[config.mk]
export PLATFORM = sky130hd
export DESIGN_NAME = memref_mode_ctl
export DESIGN_NICKNAME = d
export VERILOG_FILES = /design/src/rtl/memref_pkg.sv /design/src/rtl/memref_regfile.sv /design/src/rtl/memref_mode_dec.sv /design/src/rtl/memref_sref.sv /design/src/rtl/memref_mode_ctl.sv
export SDC_FILE = /design/constraint.sdc
export NUM_CORES = 1
export LEC_CHECK = 0
export BUFFER_PORTS_ARGS = -buffer_cell sky130_fd_sc_hd__buf_2
export CAP_MARGIN = 20
export CORE_MARGIN = 1.5
export CORE_UTILIZATION = 40
export CTS_BUF_LIST = sky130_fd_sc_hd__clkbuf_4
export CTS_CLUSTER_DIAMETER = 100
export DETAILED_ROUTE_END_ITERATION = 8
export GPL_TIMING_DRIVEN = 0
export PLACE_DENSITY_LB_ADDON = 0.08
export REMOVE_ABC_BUFFERS = 1
export SYNTH_ARGS = -nofsm -noshare
export SYNTH_HDL_FRONTEND = slang
export SYNTH_SLANG_ARGS = --single-unit
[constraint.sdc]
create_clock -name clk -period 2.4 [get_ports clk]
set_input_delay 0.24 -clock clk [delete_from_list [all_inputs] [get_ports clk]]
set_output_delay 0.24 -clock clk [all_outputs]
set_load 0.05 [all_outputs]
[src/rtl/memref_pkg.sv]
package memref_pkg;

    typedef enum logic [1:0] {
        MT_TIMER = 2'b00,
        MT_DRAM  = 2'b01,
        MT_PSRAM = 2'b10,
        MT_BAD   = 2'b11
    } mem_type_e;

    typedef enum logic [1:0] {
        RA_RCTL   = 2'd0,
        RA_TCSR   = 2'd1,
        RA_TCNT   = 2'd2,
        RA_TCONST = 2'd3
    } reg_addr_e;

    // field positions inside the refresh control register
    localparam int TYPE_LSB   = 5;
    localparam int SREN_BIT   = 7;

    typedef struct packed {
        logic dram;
        logic psram;
        logic err;
        logic three;
        logic wait_ok;
    } mode_t;

    localparam mode_t MODE_RST = '{dram: 1'b0, psram: 1'b0, err: 1'b0,
                                   three: 1'b0, wait_ok: 1'b1};

    function automatic logic is_ram(input mem_type_e t);
        return (t == MT_DRAM) || (t == MT_PSRAM);
    endfunction

    function automatic mode_t decode_mode(input mem_type_e t, input logic ast);
        mode_t m;
        m.dram    = (t == MT_DRAM);
        m.psram   = (t == MT_PSRAM);
        m.err     = (t == MT_BAD);
        m.three   = is_ram(t);
        m.wait_ok = !(is_ram(t) && !ast);
        return m;
    endfunction

endpackage

[src/rtl/memref_regfile.sv]
module memref_regfile
    import memref_pkg::*;
#(
    parameter int          DATA_W     = 8,
    parameter int          ADDR_W     = 2,
    parameter logic [7:0]  LOCK_MASK  = 8'h1D,
    parameter logic [7:0]  TCONST_RST = 8'h00
) (
    input  logic              clk,
    input  logic              rst,
    input  logic [ADDR_W-1:0] addr,
    input  logic              we,
    input  logic [DATA_W-1:0] wdata,
    input  logic              cmp_match,
    output logic [DATA_W-1:0] rdata,
    output logic [DATA_W-1:0] rctl_q,
    output logic [DATA_W-1:0] rctl_d,
    output logic [DATA_W-1:0] tcsr_q,
    output logic [DATA_W-1:0] tcnt_q,
    output logic [DATA_W-1:0] tconst_q
);
    localparam int FLAG_BIT = DATA_W - 1;

    logic locked;
    logic sel_rctl, sel_tcsr, sel_tcnt, sel_tconst;
    logic [DATA_W-1:0] tcsr_d, tcnt_d, tconst_d;

    assign locked     = is_ram(mem_type_e'(rctl_q[TYPE_LSB +: 2]));
    assign sel_rctl   = we && (addr == ADDR_W'(RA_RCTL));
    assign sel_tcsr   = we && (addr == ADDR_W'(RA_TCSR));
    assign sel_tcnt   = we && (addr == ADDR_W'(RA_TCNT));
    assign sel_tconst = we && (addr == ADDR_W'(RA_TCONST));

    // per-bit write enable of the refresh control register
    for (genvar i = 0; i < DATA_W; i++) begin : g_rctl_bit
        if (LOCK_MASK[i]) begin : g_lockable
            assign rctl_d[i] = (sel_rctl && !locked) ? wdata[i] : rctl_q[i];
        end else begin : g_free
            assign rctl_d[i] = sel_rctl ? wdata[i] : rctl_q[i];
        end
    end

    always_comb begin
        tcsr_d[FLAG_BIT-1:0] = (sel_tcsr && !locked) ? wdata[FLAG_BIT-1:0]
                                                      : tcsr_q[FLAG_BIT-1:0];
        // set pulse dominates a write-0 clear; write-1 keeps the flag
        tcsr_d[FLAG_BIT] = cmp_match ||
                           (tcsr_q[FLAG_BIT] && !(sel_tcsr && !wdata[FLAG_BIT]));
        tcnt_d   = (sel_tcnt   && !locked) ? wdata : tcnt_q;
        tconst_d = (sel_tconst && !locked) ? wdata : tconst_q;
    end

    always_ff @(posedge clk) begin
        if (rst) begin
            rctl_q   <= '0;
            tcsr_q   <= '0;
            tcnt_q   <= '0;
            tconst_q <= DATA_W'(TCONST_RST);
        end else begin
            rctl_q   <= rctl_d;
            tcsr_q   <= tcsr_d;
            tcnt_q   <= tcnt_d;
            tconst_q <= tconst_d;
        end
    end

    always_comb begin
        unique case (reg_addr_e'(addr))
            RA_RCTL:   rdata = rctl_q;
            RA_TCSR:   rdata = tcsr_q;
            RA_TCNT:   rdata = tcnt_q;
            RA_TCONST: rdata = tconst_q;
            default:   rdata = '0;
        endcase
    end

endmodule

[src/rtl/memref_mode_dec.sv]
module memref_mode_dec
    import memref_pkg::*;
(
    input  logic       clk,
    input  logic       rst,
    input  logic [1:0] type_nx,
    input  logic       ast,
    output mode_t      mode_q
);
    always_ff @(posedge clk) begin
        if (rst) mode_q <= MODE_RST;
        else     mode_q <= decode_mode(mem_type_e'(type_nx), ast);
    end
endmodule

[src/rtl/memref_sref.sv]
module memref_sref
    import memref_pkg::*;
(
    input  logic       clk,
    input  logic       rst,
    input  logic       enter,
    input  logic       leave,
    input  logic       sren,
    input  logic [1:0] type_q,
    output logic       req
);
    always_ff @(posedge clk) begin
        if (rst)
            req <= 1'b0;
        else if (leave)
            req <= 1'b0;
        else if (enter && sren && is_ram(mem_type_e'(type_q)))
            req <= 1'b1;
    end
endmodule

[src/rtl/memref_mode_ctl.sv]
module memref_mode_ctl
    import memref_pkg::*;
#(
    parameter int         DATA_W     = 8,
    parameter int         ADDR_W     = 2,
    parameter logic [7:0] LOCK_MASK  = 8'h1D,
    parameter logic [7:0] TCONST_RST = 8'h00
) (
    input  logic              clk,
    input  logic              rst,
    input  logic [ADDR_W-1:0] reg_addr,
    input  logic              reg_we,
    input  logic [DATA_W-1:0] reg_wdata,
    output logic [DATA_W-1:0] reg_rdata,
    input  logic              cmp_match,
    input  logic              stby_enter,
    input  logic              stby_exit,
    input  logic              area_ast,
    output logic              selfref_req,
    output logic              dram_sel,
    output logic              psram_sel,
    output logic              type_err,
    output logic              three_state_cyc,
    output logic              wait_ok
);
    logic [DATA_W-1:0] rctl_q, rctl_d, tcsr_q, tcnt_q, tconst_q;
    mode_t             mode_q;

    memref_regfile #(
        .DATA_W(DATA_W), .ADDR_W(ADDR_W),
        .LOCK_MASK(LOCK_MASK), .TCONST_RST(TCONST_RST)
    ) rf_i (
        .clk(clk), .rst(rst), .addr(reg_addr), .we(reg_we), .wdata(reg_wdata),
        .cmp_match(cmp_match), .rdata(reg_rdata), .rctl_q(rctl_q),
        .rctl_d(rctl_d), .tcsr_q(tcsr_q), .tcnt_q(tcnt_q), .tconst_q(tconst_q)
    );

    memref_mode_dec dec_i (
        .clk(clk), .rst(rst), .type_nx(rctl_d[TYPE_LSB +: 2]),
        .ast(area_ast), .mode_q(mode_q)
    );

    memref_sref sref_i (
        .clk(clk), .rst(rst), .enter(stby_enter), .leave(stby_exit),
        .sren(rctl_q[SREN_BIT]), .type_q(rctl_q[TYPE_LSB +: 2]),
        .req(selfref_req)
    );

    assign dram_sel        = mode_q.dram;
    assign psram_sel       = mode_q.psram;
    assign type_err        = mode_q.err;
    assign three_state_cyc = mode_q.three;
    assign wait_ok         = mode_q.wait_ok;

endmodule

* Word-level counts from Yosys, hierarchy flattened
Index checks and enable logic that the tools add are counted.
Widths: inputs -> output; s select.
** Storage, ports and cells
- Register bits :: 38
- Bits in latches :: 0
- RAM bits :: 0
- ROM bits :: 0
- Input bits :: 17
- Memories :: 0
** Cells by class
- Add/subtract/negate cells :: 0
- Multipliers :: 0
- Divide/modulo/power cells :: 0
- $lt $le $gt $ge :: 0
- Equality and inequality tests :: 8
- Shift-type cells :: 0
- Multiplexer cells :: 3
- Bitwise gates (word level) :: 0
- Reductions and logical operators :: 23
** Operators by type and width (count)
- $pmux 8 s4 :: 1
- $logic_and 1x1->1 :: 13
- $eq 2x2->1 const B :: 5
- $eq 2x1->1 const B :: 3
- $logic_not 1->1 :: 5
- $logic_or 1x1->1 :: 3
- $logic_not 2->1 :: 1
- $mux 1 :: 2
- $reduce_or 2->1 :: 1

* Logic depth before layout (Yosys ltp)
Gate-level depths: netlist of run 1.
- Word-level depth :: 7
- Mapped depth :: 5

* Hierarchy
A second synthesis of run 1 with hierarchy kept.
** Unflattened totals
- Cell total of the unflattened synthesis :: 162
- Area, all modules :: 1834.3 um^2
** Modules (own cells, without submodules)
- memref_regfile :: times used 1, cells an instance 142, area each 1610.3 um^2, sequential area each 640.6 um^2
- memref_mode_dec :: times used 1, cells an instance 15, area each 173.9 um^2, sequential area each 100.1 um^2
- memref_sref :: times used 1, cells an instance 5, area each 50.0 um^2, sequential area each 20.0 um^2

* Worst setup path before layout of run 1
No wires, ideal clock.
- Path type :: input-to-reg
- From :: in reg_addr[1]
- To :: reg dec_i.mode_q[0] (netlist name)
- Arrival :: 1562 ps
- Data required time :: 2273 ps
- Setup slack :: 711 ps
- Cell stages on the path :: 5
- Buffers on the path :: 0
- Cell sequence :: nor3b_4 > mux2i_1 > inv_1 > ha_1 > or3_1
** On the way
- Longest elaborated chain between the ends :: 7
- Elaborated cells on any way between the ends :: 9
- Classes of those cells :: eq/ne (2); mux (2); reduce/logical (5)
** RTL lines
- from (decl) :: line memref_mode_ctl.sv:11 : input logic [ADDR_W-1:0] reg_addr,
- $logic_not 2->1 * :: line memref_regfile.sv:29 : assign sel_rctl = we && (addr == ADDR_W'(RA_RCTL));
- $logic_and 1x1->1 * :: line memref_regfile.sv:29
- $mux 1 * :: line memref_regfile.sv:39 : assign rctl_d[i] = sel_rctl ? wdata[i] : rctl_q[i];
- via dec_i.type_nx[1] :: line memref_mode_dec.sv:6 : input logic [1:0] type_nx,
- $eq 2x1->1 / $eq 2x2->1 (equally long branches) :: line memref_pkg.sv:33 : return (t == MT_DRAM) || (t == MT_PSRAM);
- $logic_or 1x1->1 * :: line memref_pkg.sv:33
- $logic_and 1x1->1 * :: line memref_pkg.sv:42 : m.wait_ok = !(is_ram(t) && !ast);
- $logic_not 1->1 * :: line memref_pkg.sv:42
The timed path passes the listed nets; every way through them passes the cells marked *.
A chain may end at the register's enable or synchronous reset.

* Final worst setup path of run 1
- From :: in reg_addr[1]
- To :: reg dec_i.mode_q[0] (netlist name)
** On the way
- Longest elaborated chain between the ends :: 7
- Elaborated cells on any way between the ends :: 9
- Classes of those cells :: eq/ne (2); mux (2); reduce/logical (5)
** RTL lines (line)
- $logic_not 2->1 * :: memref_regfile.sv:29
- $logic_and 1x1->1 * :: memref_regfile.sv:29
- $mux 1 * :: memref_regfile.sv:39
- via dec_i.type_nx[1] :: memref_mode_dec.sv:6
- $eq 2x1->1 / $eq 2x2->1 (equally long branches) :: memref_pkg.sv:33
- $logic_or 1x1->1 * :: memref_pkg.sv:33
- $logic_and 1x1->1 * :: memref_pkg.sv:42
- $logic_not 1->1 * :: memref_pkg.sv:42
Marks and branches as above.

==> results.md, run 1 <==
* Clk network pwr share at 0.271
* Min Tclk post-route at 1.75 ns
* Crit. Startpoint: reg_addr[1]
* Max Fclk at 573 MHz
* First DRT Iteration DRCs at 33
* DR vias at 1127
* Clock sinks at 38
* Die H at 68.7 um
* Internal at 823 uW
* # diodes at 0
* Net Sw Power at 306 uW
* Post-route ant nets at 0
* Hold slack at 0.0735 ns
* Total GRT Usage at 0.163
* FF+latch count, synth at 38
* Clk slew on worst S/H paths at 0.11 ns
* Seq/Total Area, Yosys at 0.440
* Leakage at 0.872 nW
* Rel. slew slack at 0.525
* Top cells by area, synth: dfxtp_1, mux2i_1, nand2b_1
* H-tree depth at 2
* Worst-case clock buffer depth at 2
* Compound-Gate Fraction of Synth Area at 0.00724
* Routed wire length at 3.24 mm
* Power Dens Cells at 585 nW/um2
* Crit path largest cell delay at 0.42 ns
* Fin. max-slew vios at 0
* Synth Area per Inst at 11.6 um2
* Core Area at 4090 um2
* Flop pwr share at 0.589
* Critical path's slowest cell: nor3b_4
* CTS buffer count at 5
* Initial Util at 0.423
* Gpl congestion at 0.693
* Root Buffer: clkbuf_4
* Initial antenna violation count at 0
* Layout cells sized above 1 at 0.266
* Area delta synth->final at 11.7%
* RSZ-0062 raised after global routing: false
* Worst-path fanout max at 13
* CP cell instances: buf_2 > nor3b_4 > mux2i_1 > inv_1 > ha_1 > or3_1
* Placed inst area at 1880 um2
* Drt first pass iters at 4
* Net Sw Frac at 0.271
* Critical path class: input port to flip-flop
* Endpoints failing hold at 0
* Cell taking the most area after synthesis: dfxtp_1
* Post-CTS Hold Fix Bufs at 0
* CTS tree: built
* HPWL Detailed at 2.22 mm
* WL per Instance at 14.3 um
* Final setup skew at 0.00820 ns
* Hold Path Class: input port to flip-flop
* Post-synth top area share at 0.440
* Adder-cell share of the synthesized area at 0.0217
* Skew-Pair Late Insertion Delay at 0.34 ns
* DR WL met2 at 1.57 mm
* CP top delay family: simple AND/OR/NAND/NOR gates
* IO Pins at 31
* Die ar. at 4720 um2
* WL met3 at 116 um
* Status: complete, no violations
* Setup crit end kind: flip-flop
* Critical path buffers and inverters at 2
* Reg2reg start: rf_i.rctl_q[5]
* Setup_tns at 0 ns
* VDD IR max at 0.271 mV
* Final period utilization at 0.727
* GRT overflow at 0
* WL met1 at 1.51 mm
* Die X at 68.7 um
* Drc violations at 0
* Vias in the first global route at 1108
* Max Used Layer: met4
* HP Start: area_ast
* Critical path arrival at 1.98 ns
* Req. time, crit path at 2.63 ns
* Xor/xnor share of the synthesized area at 0.00941
* Post-CTS Resized at 0
* Post-Syn Instances at 149
* Vias per std cell at 4.96
* Startpoint types: input port
* # port buffers at 30
* Placement Rows at 23
* Filler cells at 405
* Slew of the pin with the lowest slew margin at 0.708 ns
* Comb power frac at 0.141
* Endpoints failing setup at 0
* Pin count of the biggest net entering global routing at 47
* Synthesized area at 1730 um2
* Yosys cell types at 21
* YS warnings at 0
* Multiplexer area fraction after synthesis at 0.284
* First-pass GRT wire length at 5.40 mm
* Layout net count at 196
* Design Area, Final at 1930 um2
* Simple-Gate Fraction of Synth Area at 0.198
* Main combinational cell family by area after synthesis: multiplexers
* Post-CTS setup buffer count at 0
* Max_cap viols at 0
==> layout by cell type (no fill, tap or decap) <==
master,count
nand4b_1,2
mux2i_1,31
inv_1,2
nor2_1,8
clkinv_1,3
nor2b_1,3
nand2_2,1
nand4bb_1,1
clkbuf_4,5
buf_2,30
and4_4,1
nand2_1,1
nand2b_1,35
nor3b_4,1
mux4_2,8
a21oi_1,1
or3_1,1
dfxtp_1,38
o21a_1,1
xnor2_2,1
ha_1,3
==> routing by layer <==
metal | track usage | up-vias
met5 | 0 | -
met4 | 0.0735 | 0
met3 | 0.0390 | 4
met2 | 0.256 | 18
met1 | 0.212 | 540
li1 | - | 565
==> registers in the layout (all words and copies together) (netlist names) <==
register and count:
rf_i.rctl_q 8, sref_i.req 1, rf_i.tcsr_q 8, rf_i.tcnt_q 8, rf_i.tconst_q 8, dec_i.mode_q 5
==> cell usage after synthesis <==
cell type,instances
dfxtp_1,38
nand2b_1,35
mux2i_1,31
mux4_2,8
nor2_1,8
clkbuf_1,5
buf_4,4
ha_1,3
nor2b_1,3
inv_1,2
nand4b_1,2
a21oi_1,1
and4_4,1
buf_6,1
nand2_1,1
nand2_2,1
nand4bb_1,1
nor3b_4,1
o21a_1,1
or3_1,1
xnor2_2,1
==> area by class of cell <==
class	instances	area (um2)	area share
clock inverter	3	11.3	0.00584
inverter	2	7.51	0.00389
timing repair buffer	30	150	0.0778
sequential	38	761	0.394
multi-input combinational	99	900	0.466
tap	50	62.6	0.0324
clock buffer	5	37.5	0.0195
==> kinds of logic after synthesis <==
logic type / Yosys count
and+or+nand+nor: 54
DFF: 38
buffers and inverters: 12
adders and majority gates: 3
muxes: 39
AOI/OAI and AO/OA: 2
xor gates and xnor gates: 1
==> stage by stage <==
stage	power [mW]	worst slack (ns)	utilization	std cells
finish	1.13	0.655	0.472	227
CTS	1.15	0.642	0.472	227
global route	1.20	0.496	0.472	227
global placement	0.836	0.260	0.460	219
detailed placement	0.841	0.263	0.460	219
floorplan	0.783	0.711	-	139
==> worst paths after layout <==
kind                                          to  cells past startpoint  slack (ns)
worst max-delay path             dec_i.mode_q[0]                      6        0.65
worst min-delay path             dec_i.mode_q[0]                      2        0.07
worst min register to register  rf_i.tconst_q[6]                      2        0.48
worst max register to register    rf_i.tcnt_q[2]                      3        0.70
==> power by group through the flow <==
stage / sequential [mW] / combinational (mW) / clock (mW)
after CTS: 0.664 / 0.162 / 0.324
final: 0.664 / 0.159 / 0.306
after global routing: 0.668 / 0.173 / 0.360
after detailed placement: 0.679 / 0.162 / 0
after global placement: 0.677 / 0.159 / 0
after floorplan: 0.686 / 0.0975 / 0
Note: power is estimated with default switching activity, not from simulation.
==> run 2, diff against run 1 <==
- clock period: 2.4 -> 1.4 ns (I/O delays scaled with it)
==> run 2 against run 1 <==
  * The run now ends with setup timing left
  * Via count is 3.5% higher
  * Power is 75% higher
  * Non-clock buffer count is 10 higher
  * Hold slack worse by 0.048 ns
  * Global-route usage is 0.47 points higher
  * Clock power is 72% higher
  * First-iteration DRC count is 30% lower
  * Utilization is 3.8 points higher
  * Sequential power is 72% higher
  * Final area is 8.0% higher
  * Clock skew is 0.0022 ns lower
  * Critical endpoint is now reg_rdata[6]
  * Highest routed layer unchanged
==> results.md, run 2 (synthesis results as in run 1) <==
* Req. time, crit path at 1.26 ns (-1.37 ns)
* VDD IR max at 0.460 mV (+70%)
* Status: finished with violations
* Drt first pass iters at 4 (unchanged)
* Min Tclk post-route at 1.50 ns
* # diodes at 0 (unchanged)
* # port buffers at 30 (unchanged)
* DR vias at 1166 (+3.5%)
* Fin. max-slew vios at 0 (unchanged)
* GRT overflow at 0 (unchanged)
* Initial antenna violation count at 0 (unchanged)
* Clk slew on worst S/H paths at 0.11 ns (about the same)
* Hold slack at 0.0260 ns (-0.0475 ns)
* Startpoint types: flip-flop
* First DRT Iteration DRCs at 23 (-30%)
* Endpoints failing setup at 10 (+10)
* Critical path class: flip-flop to output pin
* Skew-Pair Late Insertion Delay at 0.34 ns (about the same)
* Die H at 68.7 um (unchanged)
* Core Area at 4090 um2 (unchanged)
* CTS tree: built
* CTS buffer count at 5 (unchanged)
* Post-route ant nets at 0 (unchanged)
* Routed wire length at 3.33 mm (+2.5%)
* Area delta synth->final at 20.6%
* Root Buffer: clkbuf_4
* Setup_tns at -0.521 ns (-0.521 ns)
* R2R setup slack at -0.03 ns (-0.73 ns)
* Vias in the first global route at 1162 (+4.9%)
* Layout net count at 206 (+5.1%)
* First-pass GRT wire length at 5.58 mm (+3.5%)
* Final setup skew at 0.00596 ns (-0.00224 ns)
* Gpl congestion at 0.693 (unchanged)
* Worst slack at placement at -0.637 ns (-0.900 ns)
* Setup crit end kind: output pin
* Slew of the pin with the lowest slew margin at 0.622 ns (-0.0862 ns)
* Commonest non-fill, non-tap cell in the layout: nand2b_1
* Vias per std cell at 4.92 (-0.90%)
* Layout cells sized above 1 at 0.342 (+0.0767)
* Initial Util at 0.423 (unchanged)
* Die ar. at 4720 um2 (unchanged)
* Critical path arrival at 1.36 ns (-0.62 ns)
* Endpoints failing hold at 0 (unchanged)
* Hold path depth at 3 (+1)
* WHS Endpoint: sref_i.req
* Max_cap viols at 0 (unchanged)
* Leakage at 0.931 nW (+6.8%)
* Clock sinks at 38 (unchanged)
* Total GRT Usage at 0.167 (+0.00469)
* Worst-path fanout max at 3 (-10)
* Final period utilization at 1.07
* Hold Path Class: input port to flip-flop
* H-tree depth at 2 (unchanged)
* Failing checks: setup timing
* Rel. slew slack at 0.585 (+0.0600)
* Worst-case clock buffer depth at 2 (unchanged)
* Drc violations at 0 (unchanged)
* Most frequent cells in the layout: nand2b_1, dfxtp_1, mux2i_1, buf_2, buf_4
* WL per Instance at 14.0 um (-1.8%)
* R2r endpoint: dec_i.mode_q[0]
* R2R depth at 4 (+1)
* Power Dens Cells at 949 nW/um2 (+62%)
* Reg2reg start: rf_i.rctl_q[6]
* Pin count of the biggest net entering global routing at 47 (unchanged)
* RSZ-0062 raised after global routing: true
* Placement Rows at 23 (unchanged)
* HP Start: stby_exit
* Max Fclk at 669 MHz
* Die X at 68.7 um (unchanged)
* PnR worst setup slack at -0.0951 ns (-0.750 ns)
* IO Pins at 31 (unchanged)
* HPWL Detailed at 2.22 mm (unchanged)
-- run 2: changes by cell type in the layout (fill, tap and decap cells not counted), sizes merged --
| cell | before | now |
|---|---|---|
| buf | 30 | 38 |
| dlygate4sd3 | 0 | 2 |
-- run 2: final cells by class --
cell class / count / area (um2)
Sequential cell: 38 / 769
Clock buffer: 5 / 37.5
Clock inverter: 3 / 11.3
Timing Repair Buffer: 40 / 289
Inverter: 2 / 7.51
Tap cell: 50 / 62.6
Multi-Input combinational cell: 99 / 907
Fill cell: 398 / 2000
-- run 2: what timing repair did --
item,CTS,global route
setup buffers,7,1
hold buffers,2,0
endpoints found under the setup margin,24,27
resized for setup,20,10
hold endpoints to repair,2,0
pin swaps,3,1
-- run 2: worst max-delay path: stages (launching register included) --
cell	delay [ns]
dfxtp_2	0.36
mux4_2	0.48
buf_6	0.17
-- run 2: stage by stage --
step | util | instances | instance area [um2] | total power, mW
final | 0.510 | 237 | 2080 | 1.98
after global routing | 0.510 | 237 | 2080 | 2.10
after CTS | 0.505 | 236 | 2060 | 2.01
after detailed placement | 0.460 | 219 | 1880 | 1.44
after global placement | 0.460 | 219 | 1880 | 1.43
after floorplan | - | 139 | 1670 | 1.34
-- run 2: how the worst max path moves through the flow --
stage	from	endpoint	slack, ns	depth (start not counted)
2_1_floorplan	reg_addr[1]	dec_i.mode_q[0]	-0.19	5
3_3_place_gp	reg_addr[1]	dec_i.mode_q[0]	-0.64	6
3_5_place_dp	reg_addr[1]	dec_i.mode_q[0]	-0.64	6
4_1_cts	rf_i.rctl_q[6]	reg_rdata[6]	-0.11	2
5_1_grt	rf_i.tconst_q[1]	reg_rdata[1]	-0.13	2
6_report	rf_i.rctl_q[6]	reg_rdata[6]	-0.1	2
-- run 2: power by group --
group / switching, mW / internal (mW)
logic: 0.169 / 0.143
clock network: 0.347 / 0.179
registers: 0.0184 / 1.12
-- run 2: per-layer routing --
metal | part of all wire | up-vias | global-route usage | routed length (um)
li1 | - | 588 | - | -
met1 | 0.47 | 558 | 0.215 | 1580
met2 | 0.48 | 16 | 0.268 | 1600
met3 | 0.030 | 4 | 0.0390 | 101
met4 | 0.014 | 0 | 0.0735 | 47
met5 | 0 | - | 0 | 0
==> run 3, diff against run 2 <==
- SETUP_SLACK_MARGIN: unset -> 0.15
- clock period: 1.4 -> 1.24 ns (I/O delays scaled with it)
==> run 3 against run 2 <==
  * The run still ends with setup timing left
  * Highest routed layer unchanged
  * Critical path depth unchanged
  * Hold slack got worse by 0.0069 ns
  * Clock power increased by 13%
  * Combinational power increased by 40%
  * Die area unchanged
  * Clock skew increased by 0.0031 ns
  * Worst setup slack got worse by 0.14 ns
  * Count of clock-buffer cells in the layout unchanged
  * Cell count increased by 5.1%
  * Utilization increased by 6.4 points
  * Critical path type unchanged
  * Non-clock buffer count increased by 12
  * Global-route usage increased by 1.3 points
  * Largest power group unchanged
==> results.md, run 3 (synthesis results as in run 1) <==
* Layout net count at 218 (+5.8%)
* Non-filler cells, final at 249 (+5.1%)
* Flop pwr share at 0.554 (-0.022)
* Req. time, crit path at 1.12 ns (-0.14 ns)
* Reg2reg start: rf_i.rctl_q[6]
* Leakage at 1.02 nW (+9.1%)
* Startpoint types: flip-flop
* Drc violations at 0 (unchanged)
* Slew of the pin with the lowest slew margin at 0.681 ns (+0.0594 ns)
* VDD IR max at 0.522 mV (+14%)
* Placed Instances at 219 (unchanged)
* HPWL Detailed at 2.22 mm (unchanged)
* Die H at 68.7 um (unchanged)
* Endpoints failing hold at 0 (unchanged)
* Failing checks: setup timing
* # diodes at 0 (unchanged)
* Commonest non-fill, non-tap cell in the layout: nand2b_1
* Total GRT Usage at 0.180 (+0.0129)
* R2r endpoint: dec_i.mode_q[0]
* Clock sinks at 38 (unchanged)
* Max_cap viols at 0 (unchanged)
* Crit path largest cell delay at 0.47 ns (about the same)
* Setup crit end kind: output pin
* Critical path class: flip-flop to output pin
* CTS buffer count at 5 (unchanged)
* RSZ-0062 raised after global routing: true
* DR vias at 1229 (+5.4%)
* Net Sw Frac at 0.273 (+0.00321)
* Initial Util at 0.423 (unchanged)
* Internal at 1.68 mW (+17%)
* Die X at 68.7 um (unchanged)
* Initial antenna violation count at 0 (unchanged)
* Most frequent cells in the layout: nand2b_1, dfxtp_1, mux2i_1, buf_6, buf_2
* WHS Endpoint: sref_i.req
* Worst-path fanout max at 2 (-1)
* Post-route ant nets at 0 (unchanged)
* HP Start: stby_exit
* PnR worst setup slack at -0.234 ns (-0.139 ns)
* Gpl congestion at 0.693 (unchanged)
* Max Fclk at 678 MHz
* Placement Rows at 23 (unchanged)
* First-pass GRT wire length at 5.95 mm (+6.5%)
* Worst-case clock buffer depth at 2 (unchanged)
* Hold path depth at 3 (unchanged)
* # port buffers at 30 (unchanged)
* Net Sw Power at 634 uW (+19%)
* Layout cells sized above 1 at 0.417 (+0.0748)
* Min Tclk post-route at 1.47 ns
* Rel. slew slack at 0.546 (-0.0396)
* Vias in the first global route at 1238 (+6.5%)
* CTS tree: built
* Area delta synth->final at 35.8%
* Routed wire length at 3.65 mm (+9.7%)
* Multi-input logic area at 1000 um2 (+10%)
* Power Dens Cells at 988 nW/um2 (+4.2%)
* Vias per std cell at 4.94 (+0.32%)
* Pin count of the biggest net entering global routing at 47 (unchanged)
* R2R depth at 6 (+2)
* Critical path arrival at 1.35 ns (about the same)
* Register area at 772 um2 (+0.33%)
* Comb power frac at 0.189 (+0.031)
* Critical path's slowest cell: mux4_2
* Hold Path Class: input port to flip-flop
* Fin. max-slew vios at 0 (unchanged)
* R2R setup slack at -0.22 ns (-0.19 ns)
* First DRT Iteration DRCs at 26 (+13%)
* Endpoints failing setup at 37 (+27)
* Skew-Pair Late Insertion Delay at 0.34 ns (about the same)
* H-tree depth at 2 (unchanged)
* Filler cells at 368 (-7.5%)
* Setup_tns at -6.05 ns (-5.53 ns)
* Die ar. at 4720 um2 (unchanged)
* GRT overflow at 0 (unchanged)
* Clk slew on worst S/H paths at 0.11 ns (about the same)
* Core Area at 4090 um2 (unchanged)
* Drt first pass iters at 4 (unchanged)
* WL per Instance at 14.7 um (+4.5%)
* IO Pins at 31 (unchanged)
* Root Buffer: clkbuf_4
* Final setup skew at 0.00902 ns (+0.00306 ns)
* Status: finished with violations
* Final period utilization at 1.19
* Clk network pwr share at 0.257 (-0.009)
* CP cell instances: mux4_2 > buf_6
## run 3: cell types whose count changed in the layout (fill, tap and decap cells not counted), sizes merged
| cell | before | now |
|---|---|---|
| clkbuf | 5 | 7 |
| buf | 38 | 48 |
## run 3: final cells by class
type / count / area share
Clock buffer: 5 / 0.0160
Sequential cell: 38 / 0.329
Multi-Input combinational cell: 99 / 0.426
Tap cell: 50 / 0.0267
Timing Repair Buffer: 52 / 0.194
Inverter: 2 / 0.00320
Clock inverter: 3 / 0.00480
## run 3: how the worst max path moves through the flow
stage	startpoint	end	slack (ns)	cells after the start
5_1_grt	rf_i.tconst_q[1]	reg_rdata[1]	-0.28	2
4_1_cts	rf_i.tconst_q[5]	reg_rdata[5]	-0.24	2
6_report	rf_i.rctl_q[6]	reg_rdata[6]	-0.23	2
3_5_place_dp	reg_addr[1]	dec_i.mode_q[0]	-0.78	6
3_3_place_gp	reg_addr[1]	dec_i.mode_q[0]	-0.78	6
2_1_floorplan	reg_addr[1]	dec_i.mode_q[0]	-0.33	5
## run 3: layer usage
layer,share of wire,track usage
met1,0.44,0.218
met2,0.51,0.306
met3,0.041,0.0390
met4,0.016,0.0809
met5,0,0
## run 3: power groups by stage
| stage | sequential, mW | clock (mW) | combinational (mW) |
|---|---|---|---|
| 2_1_floorplan | 1.33 | 0 | 0.189 |
| 3_3_place_gp | 1.31 | 0 | 0.308 |
| 3_5_place_dp | 1.31 | 0 | 0.313 |
| 4_1_cts | 1.28 | 0.628 | 0.420 |
| 5_1_grt | 1.29 | 0.698 | 0.472 |
| 6_report | 1.28 | 0.595 | 0.439 |
## run 3: critical path, delay by kind of cell, from the launching register on
family	cells	cell delay [ns]
buf+inv	1	0.17
flops	1	0.37
mux	1	0.47
## run 3: per-stage QoR
stage	cell area, um2	hold slack (ns)	util	power, mW	setup slack (ns)
after floorplan	1670	0.196	-	1.52	-0.333
after global placement	1880	0.304	0.460	1.62	-0.784
after detailed placement	1880	0.309	0.460	1.63	-0.781
after CTS	2280	0.000572	0.558	2.33	-0.245
after global routing	2350	0.0128	0.574	2.46	-0.277
final	2350	0.0190	0.574	2.32	-0.234
## run 3: what timing repair did
| action | in CTS | in global routing |
|---|---|---|
| setup endpoints to repair | 40 | 44 |
| setup buffers | 18 | 2 |
| pin swaps | 8 | 2 |
| hold buffers | 2 | 0 |
| endpoints found under the hold margin | 2 | 0 |
| gates cloned | 0 | 0 |
| gates resized for setup | 48 | 16 |
